## src/rtl/pipe_bypass_pkg.sv

```systemverilog
package pipe_bypass_pkg;
    typedef enum logic [1:0] {
        SRC_RF  = 2'd0,
        SRC_EX  = 2'd1,
        SRC_BD  = 2'd2,
        SRC_WB  = 2'd3
    } fwd_src_e;

    typedef struct packed {
        logic bubble;
    } ctl_state_t;
endpackage

```

## src/rtl/operand_pick.sv

```systemverilog
module operand_pick
    import pipe_bypass_pkg::*;
#(
    parameter int REG_W = 4
) (
    input  logic [REG_W-1:0] src,
    input  logic             used,
    input  logic [REG_W-1:0] ex_dst,
    input  logic             ex_we,
    input  logic             ex_load,
    input  logic [REG_W-1:0] bd_dst,
    input  logic             bd_we,
    input  logic [REG_W-1:0] wb_dst,
    input  logic             wb_we,
    output logic [1:0]       sel,
    output logic             hold
);
    localparam logic [REG_W-1:0] PC_IDX = {REG_W{1'b1}};

    logic     live;
    logic     hit_ex, hit_bd, hit_wb;
    fwd_src_e pick;

    always_comb begin
        live   = used && (src != PC_IDX);
        hit_ex = live && ex_we && (ex_dst == src);
        hit_bd = live && bd_we && (bd_dst == src);
        hit_wb = live && wb_we && (wb_dst == src);
        hold   = hit_ex && ex_load;
        if (hit_ex)      pick = ex_load ? SRC_RF : SRC_EX;
        else if (hit_bd) pick = SRC_BD;
        else if (hit_wb) pick = SRC_WB;
        else             pick = SRC_RF;
        sel = pick;
    end

    // a chosen stage must have its write-enable set
    always_comb begin
        if (sel == 2'd1) a_r4_ex_sel_we : assert (ex_we && !ex_load);
        if (sel == 2'd2) a_r4_bd_sel_we : assert (bd_we);
        if (sel == 2'd3) a_r4_wb_sel_we : assert (wb_we);
    end

    // the PC index is never bypassed
    always_comb begin
        if (src == PC_IDX) a_r5_pc_not_fwd : assert (sel == 2'd0 && !hold);
    end
endmodule

```

## src/rtl/pipe_bypass_ctl.sv

```systemverilog
module pipe_bypass_ctl
    import pipe_bypass_pkg::*;
#(
    parameter int REG_W = 4,
    parameter int NSRC  = 3,
    parameter int XLEN  = 32
) (
    input  logic                    clk,
    input  logic                    rst_n,
    input  logic [NSRC*REG_W-1:0]   src_idx,
    input  logic [NSRC-1:0]         src_used,
    input  logic [REG_W-1:0]        ex_dst,
    input  logic                    ex_we,
    input  logic                    ex_load,
    input  logic [REG_W-1:0]        bd_dst,
    input  logic                    bd_we,
    input  logic [REG_W-1:0]        wb_dst,
    input  logic                    wb_we,
    input  logic [XLEN-1:0]         pc4_fetch,
    output logic [2*NSRC-1:0]       fwd_sel,
    output logic                    stall,
    output logic                    bubble,
    output logic [XLEN-1:0]         r15_value
);
    localparam int SEL_W = 2;

    logic [NSRC-1:0] hold_vec;
    ctl_state_t      st_d, st_q;

    for (genvar i = 0; i < NSRC; i++) begin : g_op
        operand_pick #(.REG_W(REG_W)) u_pick (
            .src     (src_idx[i*REG_W +: REG_W]),
            .used    (src_used[i]),
            .ex_dst  (ex_dst),
            .ex_we   (ex_we),
            .ex_load (ex_load),
            .bd_dst  (bd_dst),
            .bd_we   (bd_we),
            .wb_dst  (wb_dst),
            .wb_we   (wb_we),
            .sel     (fwd_sel[i*SEL_W +: SEL_W]),
            .hold    (hold_vec[i])
        );
    end

    always_comb begin
        stall       = |hold_vec;
        r15_value   = pc4_fetch;
        st_d        = st_q;
        st_d.bubble = stall;
    end

    always_ff @(posedge clk or negedge rst_n) begin
        if (!rst_n) st_q <= '0;
        else        st_q <= st_d;
    end

    assign bubble = st_q.bubble;

    // a stall is followed by a bubble on the next cycle
    a_r8_bubble_after_stall : assert property (
        @(posedge clk) disable iff (!rst_n) stall |=> bubble);
    // no bubble without a preceding stall
    a_r8_no_stray_bubble : assert property (
        @(posedge clk) disable iff (!rst_n) !stall |=> !bubble);
    // a stall needs a writing load in execute
    a_r6_stall_needs_load : assert property (
        @(posedge clk) disable iff (!rst_n) stall |-> (ex_load && ex_we));
    // r15 operand tracks the fetch PC+4
    a_r9_pc_bypass : assert property (
        @(posedge clk) disable iff (!rst_n) r15_value == pc4_fetch);
endmodule

```

## config.mk

```make
export PLATFORM = sky130hd
export DESIGN_NAME = pipe_bypass_ctl
export DESIGN_NICKNAME = d
export VERILOG_FILES = /design/src/rtl/pipe_bypass_pkg.sv /design/src/rtl/operand_pick.sv /design/src/rtl/pipe_bypass_ctl.sv
export SDC_FILE = /design/constraint.sdc
export NUM_CORES = 1
export LEC_CHECK = 0
export BUFFER_PORTS_ARGS = -buffer_cell sky130_fd_sc_hd__clkbuf_2
export CAP_MARGIN = 30
export CORE_ASPECT_RATIO = 0.8
export CORE_UTILIZATION = 35
export DETAILED_ROUTE_END_ITERATION = 8
export GPL_TIMING_DRIVEN = 1
export HOLD_SLACK_MARGIN = 0.06
export PLACE_DENSITY = 0.9
export SYNTH_ARGS = -nofsm -noshare
export SYNTH_HDL_FRONTEND = slang
export SYNTH_SLANG_ARGS = --single-unit
```

## constraint.sdc

```tcl
create_clock -name clk -period 2.2 [get_ports clk]
set_clock_uncertainty 0.15 [all_clocks]
set_input_delay 0.11 -clock clk [delete_from_list [all_inputs] [get_ports clk]]
set_output_delay 0.11 -clock clk [all_outputs]
set_load 0.02 [all_outputs]
```

==> results of run 1 <==
-- cell usage in the layout, fill, tap and decap left out --
cell            n
and2_1          2
nand3_1         3
xnor2_1        18
a41o_1          2
nor4_1          1
dlygate4sd3_1   1
inv_1           2
or3_1           1
nor2_1          3
nand2_1         1
a222oi_1        1
nor3_1          6
o211ai_1        1
xor2_1         15
and3_1          2
or4b_1          1
dfrtp_1         1
or4_1           1
o31ai_1         1
a21oi_1         3
inv_2           1
nand4_1        11
or2_2           2
clkbuf_2       40
o22ai_1         1
o31a_1          1
-- area by class of cell --
class	instances	area share
Sequential cell	1	0.0299
Timing Repair Buffer	41	0.251
Tap cell	25	0.0373
Multi-Input combinational cell	77	0.669
Inverter	3	0.0134
-- worst min path at each step --
stage | startpoint | to | slack [ps] | cells after the start
2_1_floorplan | rst_n | bubble$_DFF_PN0_ | -340 | 0
3_3_place_gp | rst_n | bubble$_DFF_PN0_ | -270 | 1
3_5_place_dp | rst_n | bubble$_DFF_PN0_ | -260 | 1
4_1_cts | pc4_fetch[10] | r15_value[10] | 70 | 0
5_1_grt | pc4_fetch[5] | r15_value[5] | 70 | 0
6_report | pc4_fetch[19] | r15_value[19] | 70 | 0
-- stage by stage --
stage | power [mW] | setup WS, ps | cell area [um^2]
2_1_floorplan | 0.182 | 460 | 837
5_1_grt | 0.184 | 312 | 838
6_report | 0.169 | 395 | 838
3_3_place_gp | 0.165 | 425 | 828
4_1_cts | 0.170 | 382 | 838
3_5_place_dp | 0.168 | 388 | 828
-- power by group through the flow --
| stage | Combinational (mW) | Clock, mW | Sequential [mW] |
|---|---|---|---|
| after floorplan | 0.162 | 0 | 0.0199 |
| after global placement | 0.146 | 0 | 0.0193 |
| after detailed placement | 0.148 | 0 | 0.0193 |
| after CTS | 0.150 | 0 | 0.0193 |
| after global routing | 0.165 | 0 | 0.0193 |
| final | 0.150 | 0 | 0.0193 |
-- kinds of logic after synthesis --
kind of cell / after synthesis
buf+inv: 35
compound gates: 10
simple gates: 34
xor+xnor: 33
flops: 1
-- per-layer routing --
| metal | vias to the layer above | wire length [um] | track usage |
|---|---|---|---|
| met5 | - | 0 | 0 |
| met4 | 0 | 28 | 0.0250 |
| met3 | 8 | 207 | 0.0341 |
| met2 | 50 | 925 | 0.248 |
| met1 | 334 | 828 | 0.190 |
| li1 | 385 | - | - |
==> results.py, run 1 <==
metrics = {
    "yosys": {
        "yosysTopAreaCell": "buf_4",
        "syn_nets": 178,
        "synthAdderAreaFrac": 0,
        "synth-seq-area-share": 0.0299,
        "muxShareOfSynthArea": 0,
        "yosys-top-cells-count": "buf_4 (32), xnor2_1 (18), xor2_1 (15)",
        "yosysMostFrequentCell": "buf_4",
        "yosysWarnings": 0,
        "synth_cells": 113,
        "ys_top_cells_by_area": "buf_4 (29%), xnor2_1 (19%), xor2_1 (16%), nand4_1 (8.2%), nor3_1 (3.6%)",
        "synth-xor-area-share": 0.345,
        "synth_compound_area_frac": 0.0897,
        "syn_area_per_cell_um2": 7.41,
        "synth_seq_cells": 1,
        "async_reset_ff_frac": 1.00,
        "synth_simple_gate_area_frac": 0.235,
        "synth-edff-count": 0,
        "synth_cell_types": 25,
        "synth_top_area_share": 0.287,
        "synth-main-ff-cell": "dfrtp_1",
        "synth_top_family_by_area": "XOR/XNOR gates",
        "syn_area_um2": 837,
    },
    "cells_and_area": {
        "utilization": 0.379,
        "instances_no_fill": 147,
        "largest_register_ffs": 1,
        "diodes": 0,
        "fin_nets": 189,
        "area_delta_synth_final_pct": 0.149,
        "drive_above_1_share": 0.352,
        "fill_cells": 248,
        "register_area_um2": 25.0,
        "multi_input_area_um2": 561,
    },
    "pwr": {
        "switching_share": 0.476,
        "pwr_density_cell_mw_per_mm2": 202,
        "power.switching_uw": 80.6,
        "p_clk_frac": 0,
        "p_int_uw": 88.8,
        "power.leakage_nw": 0.385,
        "p_comb_frac": 0.886,
        "p_seq_frac": 0.114,
        "irDropWorstVdd_uv": 68.7,
    },
    "worst_setup_path": {
        "cpMostUsedCell": "clkbuf_2",
        "critical_path_depth": 6,
        "cp_slowest_cell": "or4b_1",
        "cp_data_arrival_time_ps": 1550,
        "start_kind": "primary input",
        "max_stage_delay_ps": 500,
        "critical-path-top-delay-family": "compound AO/OA/AOI/OAI gates",
        "crit_chain": "clkbuf_2, inv_2, a222oi_1, or4b_1, o31ai_1, clkbuf_2",
        "end_kind": "primary output",
        "setup.worst_path.class": "in -> out",
        "crit_path_start": "src_idx[9]",
        "crit_end": "fwd_sel[4]",
        "path_buf_inv": 3,
        "cp_max_fo": 4,
        "cp_data_required_time_ps": 1940,
    },
    "sta": {
        "fin_crit_sh": 0.821,
        "maxSlewHeadroom": 0.782,
        "finalSetupViolCount": 0,
        "rsz0062_at_grt": "no",
        "fin_tns_setup_ps": 0,
        "worst_pin_slew_ps": 324,
        "worst_hold_slack_ps": 70.0,
        "hold_violations": 0,
        "fmax_mhz": 554,
        "maxSlewViolCount": 0,
        "period_needed_ps": 1810,
    },
    "run_status": {
        "violations": "design-rule violations",
        "outcome": "finished, violations left",
    },
    "floorplan": {
        "core_area_mm2": 0.00221,
        "num_io_pins": 105,
        "row_count": 15,
        "die-area_mm2": 0.00259,
        "die_y_um": 45.7,
        "dieWidth_um": 56.7,
        "initial_core_util": 0.378,
    },
    "grt": {
        "grt_pass1_wl_um": 2990,
        "grtUsageTotal": 0.145,
        "grt_pass1_vias": 691,
        "gr-total-overflow": 0,
        "grt_max_degree": 6,
        "antenna_found_initial": 0,
    },
    "drt": {
        "drt_iter0_drc": 29,
        "antenna_left": 0,
        "wl_per_cell_um": 13.5,
        "drt-total-wl_um": 1990,
        "drt_pass1_iterations": 9,
        "drcViolationCount": 10,
        "viasPerCell": 5.29,
        "vias": 777,
    },
    "cts": {
        "cts-hold-fix-buffers": 1,
        "cts-resized-gates": 0,
        "post_cts_buffers": 0,
    },
    "place": {
        "globalplace.congestion": 0.879,
        "port_buffers": 40,
        "hpwlAfterDp_um": 1780,
        "place_inst": 146,
    },
    "job": {
        "drv_cap": 0,
    },
    "hold_path": {
        "hold_path_class": "in -> out",
    },
}
(Power assumes the default switching activity.)
==> run 2, diff against run 1 <==
CORE_UTILIZATION = 32   (was 35)
PLACE_DENSITY = 0.83   (was 0.9)
clock period = 1.9 ns   (was 2.2 ns; I/O delays follow)
==> run 2 against run 1 <==
Global-route usage is 0.54 points higher; cell count is 29% higher; first-iteration DRC count is 17% lower; sequential share of layout area is 0.85 points lower; hold slack better by 160 ps; power is 78% higher; highest routed layer is now met3; critical endpoint unchanged; the flow now finishes without violations; sequential cell count stayed put.
==> results.py, run 2 (synthesis results as in run 1) <==
metrics = {
    "sta": {
        "fmax_mhz": 571,
        "worst_pin_slew_ps": 296,
        "period_needed_ps": 1750,
        "setup_ws_ps": 148,
        "fin_crit_sh": 0.922,
        "hold_violations": 0,
        "maxSlewHeadroom": 0.801,
        "fin_tns_setup_ps": 0,
        "finalSetupViolCount": 0,
        "rsz0062_at_grt": "no",
        "maxSlewViolCount": 0,
    },
    "cells_and_area": {
        "area_delta_synth_final_pct": 40.1,
        "largest_register_ffs": 1,
        "register_area_um2": 25.0,
        "fill_cells": 242,
        "mostFrequentLayoutCells": "clkbuf_2 (39), dlygate4sd3_1 (33), xnor2_1 (18)",
        "diodes": 0,
        "multi_input_area_um2": 561,
        "drive_above_1_share": 0.279,
        "final_common_cell": "clkbuf_2",
        "fin_nets": 221,
    },
    "grt": {
        "grt.busiest_layer": "met2",
        "gr-total-overflow": 0,
        "grt_max_degree": 6,
        "use_met3": 0.00811,
        "grt_pass1_vias": 806,
        "use_met2": 0.319,
        "grt_pass1_wl_um": 3310,
        "antenna_found_initial": 0,
        "grt_use_met1": 0.178,
        "grtUsageTotal": 0.150,
    },
    "hold_path": {
        "hold_path_class": "in -> reg",
        "hold-path-cell-count": 2,
        "min_from": "ex_load",
        "hold_end": "bubble$_DFF_PN0_",
    },
    "worst_setup_path": {
        "cp_data_arrival_time_ps": 1510,
        "cp_data_required_time_ps": 1650,
        "setup.worst_path.class": "in -> out",
        "cp_max_fo": 3,
        "start_kind": "primary input",
        "end_kind": "primary output",
    },
    "pwr": {
        "irDropWorstVdd_uv": 93.4,
        "power.leakage_nw": 0.519,
        "pwr_density_cell_mw_per_mm2": 256,
    },
    "drt": {
        "viasPerCell": 4.88,
        "antenna_left": 0,
        "drt-total-wl_um": 2350,
        "drt_iter0_drc": 24,
        "vias": 928,
        "wl_per_cell_um": 12.4,
        "drcViolationCount": 0,
        "drt_pass1_iterations": 4,
    },
    "cts": {
        "post_cts_buffers": 0,
        "cts.clk_slew.worst_paths_ps": 0,
    },
    "place": {
        "port_buffers": 40,
        "pre_cts_ws_ps": 125,
        "globalplace.congestion": 0.824,
        "hpwlAfterDp_um": 1790,
    },
    "floorplan": {
        "die-area_mm2": 0.00283,
        "dieWidth_um": 59.2,
        "initial_core_util": 0.340,
        "row_count": 16,
        "die_y_um": 47.7,
        "core_area_mm2": 0.00246,
        "num_io_pins": 105,
    },
    "job": {
        "drv_cap": 0,
    },
    "run_status": {
        "outcome": "complete, no violations",
    },
}
-- run 2: changes by cell type in the layout (fill, tap and decap cells not counted), sizes merged --
cell and delta:
dlygate4sd3 +32, buf +1, clkbuf -1
-- run 2: report_power, final --
part	internal [mW]	switching, mW
sequential	0.0222	0.000136
combinational	0.126	0.152
clock	0	0
total	0.148	0.152
-- run 2: cell type report --
type / instances / share of cell area
Multi-Input combinational cell: 77 / 0.478
Timing Repair Buffer: 73 / 0.453
Tap cell: 36 / 0.0384
Sequential cell: 1 / 0.0213
Inverter: 3 / 0.00961
-- run 2: layer usage --
metal	up-vias	routed length, um
met5	-	0
met4	0	0
met3	0	159
met2	56	1290
met1	419	906
li1	453	-
-- run 2: worst max path at each step --
stage | slack (ps) | startpoint | cells after the start | end
floorplan | 190 | wb_dst[0] | 4 | fwd_sel[4]
global placement | 160 | wb_dst[0] | 6 | fwd_sel[4]
detailed placement | 130 | wb_dst[0] | 6 | fwd_sel[4]
CTS | 120 | wb_dst[0] | 6 | fwd_sel[4]
global route | 7 | wb_dst[0] | 6 | fwd_sel[4]
finish | 150 | wb_dst[0] | 6 | fwd_sel[4]
-- run 2: critical path, cell delays in order --
cell      delay, ps
clkbuf_2        130
inv_1            70
a222oi_1        280
or4b_1          490
o31ai_1         240
buf_2           200
-- run 2: repair_timing --
| action | 4_1_cts | 5_1_grt |
|---|---|---|
| hold endpoints to repair | 33 | 0 |
| gates resized for setup | 0 | 1 |
| endpoints found under the setup margin | 0 | 1 |
| hold buffers | 33 | 0 |
-- run 2: stage by stage --
stage	hold WS, ps	instance area (um^2)	utilization	instances	power (mW)
3_5_place_dp	-278	842	0.342	157	0.195
4_1_cts	232	1170	0.476	190	0.299
3_3_place_gp	-280	842	0.342	157	0.192
2_1_floorplan	-351	837	-	113	0.211
5_1_grt	265	1170	0.476	190	0.322
6_report	230	1170	0.476	190	0.301
